==> config.mk <==
export PLATFORM = sky130hd
export DESIGN_NAME = bus_break_cmp
export DESIGN_NICKNAME = d
export VERILOG_FILES = /design/src/rtl/bus_break_cmp.sv
export SDC_FILE = /design/constraint.sdc
export NUM_CORES = 1
export LEC_CHECK = 0
export BUFFER_PORTS_ARGS = -buffer_cell sky130_fd_sc_hd__buf_2
export CAP_MARGIN = 20
export CORE_AREA = 2 2 84 86
export DETAILED_ROUTE_END_ITERATION = 6
export DIE_AREA = 0 0 86 88
export PLACE_DENSITY = 0.81
export SKIP_CTS_REPAIR_TIMING = 1
export SLEW_MARGIN = 20
export SYNTH_ARGS = -nofsm -noshare
export SYNTH_HDL_FRONTEND = slang
export SYNTH_SLANG_ARGS = --single-unit
==> constraint.sdc <==
create_clock -name clk -period 2.1 [get_ports clk]
set_input_delay 0.105 -clock clk [delete_from_list [all_inputs] [get_ports clk]]
set_output_delay 0.105 -clock clk [all_outputs]
set_load 0.05 [all_outputs]
==> src/rtl/bus_break_cmp.sv <==
module bus_break_cmp #(
  parameter int AW = 32,
  parameter int DW = 32,
  parameter bit XY_CAPABLE = 1'b1
) (
  input  logic          clk,
  input  logic          rst_n,
  input  logic          cyc_valid,
  input  logic [1:0]    cyc_bus,
  input  logic [AW-1:0] cyc_addr,
  input  logic [DW-1:0] cyc_data,
  input  logic          cyc_write,
  input  logic [1:0]    cyc_size,
  input  logic          cyc_pref,
  input  logic          insn_done,
  input  logic [AW-1:0] cfg_addr,
  input  logic [AW-1:0] cfg_amask,
  input  logic [DW-1:0] cfg_data,
  input  logic [DW-1:0] cfg_dmask,
  input  logic [1:0]    cfg_bus,
  input  logic [1:0]    cfg_access,
  input  logic [1:0]    cfg_dir,
  input  logic [1:0]    cfg_size,
  input  logic          cfg_data_en,
  input  logic          cfg_xy_en,
  input  logic          cfg_xy_x,
  input  logic          cfg_xy_y,
  input  logic          flag_clr,
  output logic          brk_o,
  output logic          flag_o
);
  localparam int AH = AW / 2;
  localparam int DH = DW / 2;

  logic          eff_wr;
  logic [1:0]    eff_sz;
  logic          dir_ok, size_ok;
  logic [DW-1:0] lane;

  assign eff_wr  = cyc_pref ? 1'b0 : cyc_write;
  assign eff_sz  = cyc_pref ? 2'd2 : cyc_size;
  assign dir_ok  = eff_wr ? cfg_dir[1] : cfg_dir[0];
  assign size_ok = (cfg_size == 2'd0) || (cfg_size == eff_sz + 2'd1);
  assign lane    = (eff_sz == 2'd0) ? DW'(8'hFF) :
                   (eff_sz == 2'd1) ? DW'(16'hFFFF) : '1;

  // main / internal bus path
  logic m_bus_ok, m_addr_ok, m_data_ok, m_hit;
  assign m_bus_ok  = (cyc_bus == 2'd0) ? cfg_bus[0] :
                     (cyc_bus == 2'd1) ? cfg_bus[1] : 1'b0;
  assign m_addr_ok = ((cyc_addr ^ cfg_addr) & ~cfg_amask) == '0;
  assign m_data_ok = !cfg_data_en ||
                     (!cyc_pref && (((cyc_data ^ cfg_data) & ~cfg_dmask & lane) == '0));
  assign m_hit     = m_bus_ok && cfg_access[1] && dir_ok && size_ok && m_addr_ok && m_data_ok;

  // X/Y bus path
  logic          xy_mode, xy_cfg_ok, xy_bus_ok, xy_addr_ok, xy_data_ok, xy_hit;
  logic [AH-1:0] xy_ref, xy_msk;
  assign xy_mode    = XY_CAPABLE && cfg_xy_en;
  assign xy_cfg_ok  = (cfg_xy_x ^ cfg_xy_y) && (cfg_bus == 2'd1) && (cfg_access == 2'd2) &&
                      (cfg_dir != 2'd0) && ((cfg_size == 2'd0) || (cfg_size == 2'd2));
  assign xy_bus_ok  = cyc_bus == (cfg_xy_x ? 2'd2 : 2'd3);
  assign xy_ref     = cfg_xy_x ? cfg_addr[AW-1:AH]  : cfg_addr[AH-1:0];
  assign xy_msk     = cfg_xy_x ? cfg_amask[AW-1:AH] : cfg_amask[AH-1:0];
  assign xy_addr_ok = ((cyc_addr[AH-1:0] ^ xy_ref) & ~xy_msk) == '0;
  assign xy_data_ok = !cfg_data_en ||
                      (!cyc_pref && (((cyc_data[DH-1:0] ^ cfg_data[DW-1:DH]) & ~cfg_dmask[DW-1:DH]) == '0));
  assign xy_hit     = xy_cfg_ok && xy_bus_ok && dir_ok && size_ok && xy_addr_ok && xy_data_ok;

  logic hit, pend, skip, fire;
  assign hit  = cyc_valid && (xy_mode ? xy_hit : m_hit);
  assign fire = pend && insn_done && !skip;

  always_ff @(posedge clk or negedge rst_n) begin
    if (!rst_n) begin
      pend   <= 1'b0;
      skip   <= 1'b0;
      brk_o  <= 1'b0;
      flag_o <= 1'b0;
    end else begin
      brk_o <= fire;
      if (fire) begin
        pend <= 1'b0;
        skip <= 1'b0;
      end else if (hit && !pend) begin
        pend <= 1'b1;
        skip <= cfg_data_en;
      end else if (pend && insn_done) begin
        skip <= 1'b0;
      end
      if (fire)          flag_o <= 1'b1;
      else if (flag_clr) flag_o <= 1'b0;
    end
  end

  p_one_pulse_r9: assert property (@(posedge clk) disable iff (!rst_n)
    brk_o |=> !brk_o);
  p_flag_with_brk_r9: assert property (@(posedge clk) disable iff (!rst_n)
    brk_o |-> flag_o);
  p_flag_clear_r9: assert property (@(posedge clk) disable iff (!rst_n)
    flag_clr |=> (brk_o || !flag_o));
  p_after_done_r3: assert property (@(posedge clk) disable iff (!rst_n)
    $rose(brk_o) |-> $past(insn_done));
  p_pref_quiet_r4: assert property (@(posedge clk) disable iff (!rst_n)
    (cfg_data_en && cyc_valid && cyc_pref && !pend) |=> !pend);

  generate
    if (!XY_CAPABLE) begin : g_plain
      p_no_xy_r8: assert property (@(posedge clk) disable iff (!rst_n)
        (cyc_valid && cyc_bus[1] && !pend) |=> !pend);
    end
  endgenerate
endmodule

==> reports/qor.yml, run 1 <==
global_routing:
  grt_usage_pct: 22.7
  grt_pass1_vias: 2929
  antenna_found_initial: 0
  grt-ovfl-total: 0
  grt_first_pass_wirelength_um: 13800
  grt_max_degree: 10
run:
  maxCapViolations: 0
cells_and_area:
  nets: 712
  final_layout_size_suffix_gt1_share_pct: 47.0
  diodes: 0
  n_fill_cell: 658
  syn_to_final_growth_pct: 62.0
  seqCellArea_um2: 100
  multi_input_area_um2: 1880
worst_setup_path:
  crit_path_start_kind: "primary input"
  crit_end: "skip"
  end_kind: "register"
  slowest_stage: "a221oi_4"
  crit_buf_inv: 3
  rr_endpoint: "pend"
  worstPathCellList: "buf_2, nor2b_1, inv_2, ha_1, inv_1, o21ai_2, a221oi_4, nand4_1, nor4_2, a21oi_1, o31ai_2, o21ai_1"
  r2r_setup_slack_ns: 1.03
  worstPathMaxFanout: 6
  rr_startpoint: "skip"
  crit_start: "cyc_pref"
  worstPathArrival_ns: 1.94
  required_ns: 2.18
  worst-setup-path-type: "primary input to register"
  r2r_cells: 5
  critical_path.top_delay_family: "compound AO/OA/AOI/OAI gates"
  slowest_delay_ns: 0.32
  worst-path-stages: 12
synth:
  syn_area_per_cell_um2: 7.42
  seq_area_frac_synth_pct: 4.96
  synth_warnings: 0
  synth_edf_count: 0
  syn_area_um2: 2020
  synthCells: 272
  ys_ff_latch: 4
  synth.distinct_cells: 45
  synthFlopType: "dfrtp_1"
  synth.net_count: 488
  async_flop_share_pct: 100
power_and_ir_drop:
  p_comb_share_pct: 74.6
  power_leakage_uw: 0.00145
  power_switching_uw: 352
  p_int_uw: 562
  ir_drop_uv: 153
  p_sw_share_pct: 38.5
  power_frac_clock_pct: 16.9
  powerDensity_nw_per_um2: 280
  p_seq_share_pct: 8.5
route:
  vias_per_cell: 5.17
  wl_um: 8980
  dr.pass1.iters: 4
  wire_per_inst_um: 15.6
  drc_errors: 0
  via_count: 2966
  ant_nets: 0
  drt_iter0_drc: 174
die:
  core_um2: 6640
  dieArea_um2: 7570
  start_util_pct: 30.4
  ios: 217
  die_h_um: 88
  die_w_um: 86
  rows: 30
clock_network:
  clockBufferDepth: 2
  clk_latency_ns: 0.21
  cts_buffers: 3
  cts-root-buf: "clkbuf_8"
  cts_tree: "yes"
  htree_levels: 1
  clkTransAtPathRegs_ns: 0.03
  clkSinkCount: 4
worst_hold_path:
  min_from: "flag_clr"
  hold_class: "primary input to register"
timing:
  worst_pin_slew_ns: 0.450
  slew_headroom_pct: 69.7
  slew_viol_final: 0
  setup_viol: 0
  max_freq_mhz: 539
  finalCritPeriodShare_pct: 88.4
  min_period_ns: 1.86
  skew_ns: 0.00157
  hold_viol_final: 0
  worst_slack_ns: 0.243
  rsz0062_at_grt: "no"
  tns_ns: 0
  whs_ns: 0.0827
place:
  io_buffers: 216
  place.gp.congestion: 0.938
  place_hpwl_um: 8260
  dp_slack_ns: 0.0151
run_status:
  status: "finished clean"
-- state kept, by name, indices dropped and copies added (netlist names) --
signal	count
brk_o	1
skip	1
flag_o	1
pend	1
-- worst register-to-register path, stage by stage, from the launching register on --
cell	delay (ns)
dfrtp_1	0.37
nand3b_1	0.22
nand3_1	0.12
nor2_1	0.04
o21ai_0	0.07
o211ai_1	0.11
-- routing by layer --
layer	global-route usage, %	up-vias	wire length (um)
li1	-	1477	-
met1	27.9	1334	3560
met2	42.8	141	4540
met3	3.02	14	758
met4	3.75	0	125
met5	0	-	0
-- placed cells by master, fill, tap and decap left out, drive strengths merged, types with 2 or more instances in the layout --
cell | Yosys | final
nand2 | 4 | 4
nand3 | 6 | 6
nor3b | 10 | 10
clkbuf | 0 | 3
xnor2 | 94 | 94
nand3b | 2 | 2
buf | 1 | 219
or4 | 2 | 2
o21ai | 12 | 12
dfrtp | 4 | 4
nor4 | 13 | 13
a22oi | 3 | 3
o31ai | 2 | 2
nand2b | 5 | 5
or4b | 2 | 2
o211ai | 2 | 2
nor3 | 7 | 7
inv | 8 | 8
a21oi | 6 | 6
o22ai | 43 | 43
nor2 | 24 | 24
a31oi | 2 | 2
o32ai | 3 | 3
-- power by group through the flow --
stage / Combinational [uW] / Sequential (uW) / Clock, uW
final: 682 / 77.7 / 155
after floorplan: 320 / 78.5 / 0
after global routing: 747 / 77.6 / 166
after global placement: 668 / 78.5 / 0
after detailed placement: 676 / 78.5 / 0
after CTS: 679 / 77.7 / 159
-- synth_stat cells (2+ instances only) --
master	number	share of area, %
a21oi_1	6	1.5
a22oi_1	3	1.1
a31oi_1	2	0.62
dfrtp_1	4	5.0
inv_1	7	1.3
nand2_1	4	0.74
nand2b_1	5	1.6
nand3_1	6	1.5
nand3b_1	2	0.74
nor2_1	23	4.3
nor3_1	7	1.7
nor3b_1	10	3.7
nor4_1	11	3.4
nor4_2	2	1.2
o211ai_1	2	0.74
o21ai_0	10	2.5
o22ai_1	43	13
o32ai_1	3	1.3
or4_1	2	0.74
or4b_1	2	0.99
xnor2_1	94	41
-- area by class of cell --
cell class	instances	area share [%]
Clock buffer	3	1.26
Inverter	8	0.919
Multi-Input combinational cell	259	57.6
Sequential cell	4	3.06
Tap cell	80	3.06
Timing Repair Buffer	220	34.1
-- how the worst min path moves through the flow --
stage          endpoint  slack [ns]  cells past startpoint
3_3_place_gp     flag_o       -0.09                      1
3_5_place_dp      brk_o       -0.09                      1
2_1_floorplan     brk_o       -0.19                      0
6_report         flag_o        0.08                      2
4_1_cts           brk_o       -0.31                      1
5_1_grt          flag_o         0.1                      2
-- metrics by stage --
step	util, %	area [um^2]	instances	total power (uW)
after global routing	49.2	3270	574	991
after floorplan	-	2020	272	399
final	49.2	3270	574	914
after detailed placement	48.4	3220	570	755
after global placement	48.4	3220	570	747
after CTS	49.0	3260	573	916
-- logic make-up (layout without fill, tap and decap cells) --
kind of cell | after synthesis | in the layout | share of synthesized area, %
fa+ha+maj | 1 | 1 | 0.620
flops | 4 | 4 | 4.96
buf+inv | 9 | 231 | 1.74
simple gates | 81 | 81 | 23.4
compound gates | 82 | 82 | 27.9
mux | 1 | 1 | 0.558
xor+xnor | 94 | 94 | 40.8
No activity file was read; power rests on OpenSTA's default activity.
==> run 2: changes to the inputs <==
Settings changed: GPL_TIMING_DRIVEN set to 0.
==> run 2 against run 1 <==
  * Register-to-register slack worse by 0.02 ns
  * Count of clock-buffer cells in the layout stayed put
  * Clock skew is 0.0013 ns lower
  * Largest power group unchanged
==> reports/qor.yml, run 2 (synthesized netlist as in run 1, its figures left out) <==
run_status:
  status: "finished clean"  # unchanged
place:
  place_hpwl_um: 8260  # about the same
  io_buffers: 216  # unchanged
  dp.cells: 568  # was 570
  place.gp.congestion: 0.947  # was 0.938
  dp_slack_ns: -0.119  # was 0.0151 ns
die:
  core_um2: 6640  # unchanged
  start_util_pct: 30.4  # unchanged
  dieArea_um2: 7570  # unchanged
  die_h_um: 88  # unchanged
  rows: 30  # unchanged
  die_w_um: 86  # unchanged
  ios: 217  # unchanged
worst_setup_path:
  r2r_cells: 5  # unchanged
  worst-path-stages: 12  # unchanged
  required_ns: 2.18  # about the same
  crit_buf_inv: 3  # unchanged
  crit_end: "skip"  # unchanged
  slowest_stage: "a221oi_4"  # unchanged
  rr_startpoint: "pend"  # was skip
  crit_path_start_kind: "primary input"  # unchanged
  worstPathMaxFanout: 6  # unchanged
  worst-setup-path-type: "primary input to register"  # unchanged
  rr_endpoint: "pend"  # unchanged
  critical_path.top_delay_family: "compound AO/OA/AOI/OAI gates"  # unchanged
  worstPathCellList: "buf_2, nor2b_2, inv_2, ha_1, inv_1, o21ai_2, a221oi_4, nand4_1, nor4_4, a21oi_1, o31ai_2, o21ai_1"  # was buf_2, nor2b_1, inv_2, ha_1, inv_1, o21ai_2, a221oi_4, nand4_1, nor4_2, a21oi_1, o31ai_2, o21ai_1
  worstPathArrival_ns: 2.05  # was 1.94 ns
  end_kind: "register"  # unchanged
  crit_start: "cyc_pref"  # unchanged
  slowest_delay_ns: 0.31  # was 0.32 ns
  r2r_setup_slack_ns: 1.01  # was 1.03 ns
power_and_ir_drop:
  power_leakage_uw: 0.00146  # was 0.00145 uW
  powerDensity_nw_per_um2: 280  # about the same
  ir_drop_uv: 231  # was 153 uV
  total_power_uw: 919  # was 914 uW
route:
  wire_per_inst_um: 15.8  # was 15.6 um
  drc_errors: 0  # unchanged
  via_count: 3016  # was 2966
  ant_nets: 0  # unchanged
  drt_iter0_drc: 167  # was 174
  vias_per_cell: 5.25  # was 5.17
  dr.pass1.iters: 4  # unchanged
  wl_um: 9090  # was 8980 um
clock_network:
  clk_latency_ns: 0.21  # about the same
  htree_levels: 1  # unchanged
  clockBufferDepth: 2  # unchanged
  cts_tree: "yes"  # unchanged
  clkTransAtPathRegs_ns: 0.03  # about the same
  clkSinkCount: 4  # unchanged
  cts_buffers: 3  # unchanged
  cts-root-buf: "clkbuf_8"  # unchanged
global_routing:
  grt_pass1_vias: 3121  # was 2929
  grt-ovfl-total: 0  # unchanged
  grt_max_degree: 11  # was 10
  grt_usage_pct: 22.5  # was 22.7%
  antenna_found_initial: 0  # unchanged
  grt_first_pass_wirelength_um: 13600  # was 13800 um
timing:
  skew_ns: 0.000237  # was 0.00157 ns
  slew_headroom_pct: 70.6  # was 69.7%
  slew_viol_final: 0  # unchanged
  worst_slack_ns: 0.132  # was 0.243 ns
  tns_ns: 0  # unchanged
  min_period_ns: 1.97  # was 1.86 ns
  hold_viol_final: 0  # unchanged
  setup_viol: 0  # unchanged
  finalCritPeriodShare_pct: 93.7  # was 88.4%
  worst_pin_slew_ns: 0.438  # was 0.450 ns
  max_freq_mhz: 508  # was 539 MHz
run:
  maxCapViolations: 0  # unchanged
cells_and_area:
  fin_cells: 574  # unchanged
  nets: 712  # unchanged
  final_cell_mix: "buf_2, xnor2_1, o22ai_1"  # unchanged
  final_common_cell: "buf_2"  # unchanged
  final_layout_size_suffix_gt1_share_pct: 47.4  # was 47.0%
  diodes: 0  # unchanged
  syn_to_final_growth_pct: 62.5  # was 62.0%
  final_util_pct: 49.3  # was 49.2%
worst_hold_path:
  hold_class: "primary input to register"  # unchanged
run 2: cell counts in the layout (fill, tap and decap cells not counted):
Identical to the previous run, type by type.
run 2: report_power, final:
group          total [uW]  switching (uW)  leakage (uW)  internal, uW
Clock                 155            33.4     0.0000216           122
Combinational         686             323       0.00138           364
Sequential           77.7         0.00966     0.0000559          77.7
run 2: routing by layer:
layer / routed length (um) / up-vias / part of all wire [%] / global-route usage, %
li1: - / 1481 / - / -
met1: 3600 / 1385 / 40 / 25.7
met2: 4750 / 144 / 52 / 44.5
met3: 716 / 6 / 7.9 / 3.49
met4: 33 / 0 / 0.36 / 3.32
met5: 0 / - / 0 / 0
run 2: layout make-up:
| cell class | instances | area [um^2] |
|---|---|---|
| flip-flops and latches | 4 | 100 |
| fillers | 680 | 3370 |
| repair buffers | 219 | 1110 |
| inverters | 8 | 30.0 |
| multi-input cells | 259 | 1900 |
| plain buffers | 1 | 5.00 |
| well taps | 80 | 100 |
| clock buffers | 3 | 41.3 |
run 2: stage by stage:
| step | hold slack (ns) | area [um^2] |
|---|---|---|
| 2_1_floorplan | -0.191 | 2020 |
| 5_1_grt | 0.107 | 3280 |
| 3_5_place_dp | -0.0876 | 3200 |
| 6_report | 0.0927 | 3280 |
| 4_1_cts | -0.309 | 3240 |
| 3_3_place_gp | -0.0883 | 3200 |
run 2: worst min-delay path by stage:
stage / start / to / slack [ns] / cells past startpoint
CTS: rst_n / flag_o / -0.31 / 1
detailed placement: rst_n / flag_o / -0.09 / 1
global route: flag_clr / flag_o / 0.11 / 2
floorplan: rst_n / brk_o / -0.19 / 0
finish: flag_clr / flag_o / 0.09 / 2
global placement: rst_n / flag_o / -0.09 / 1
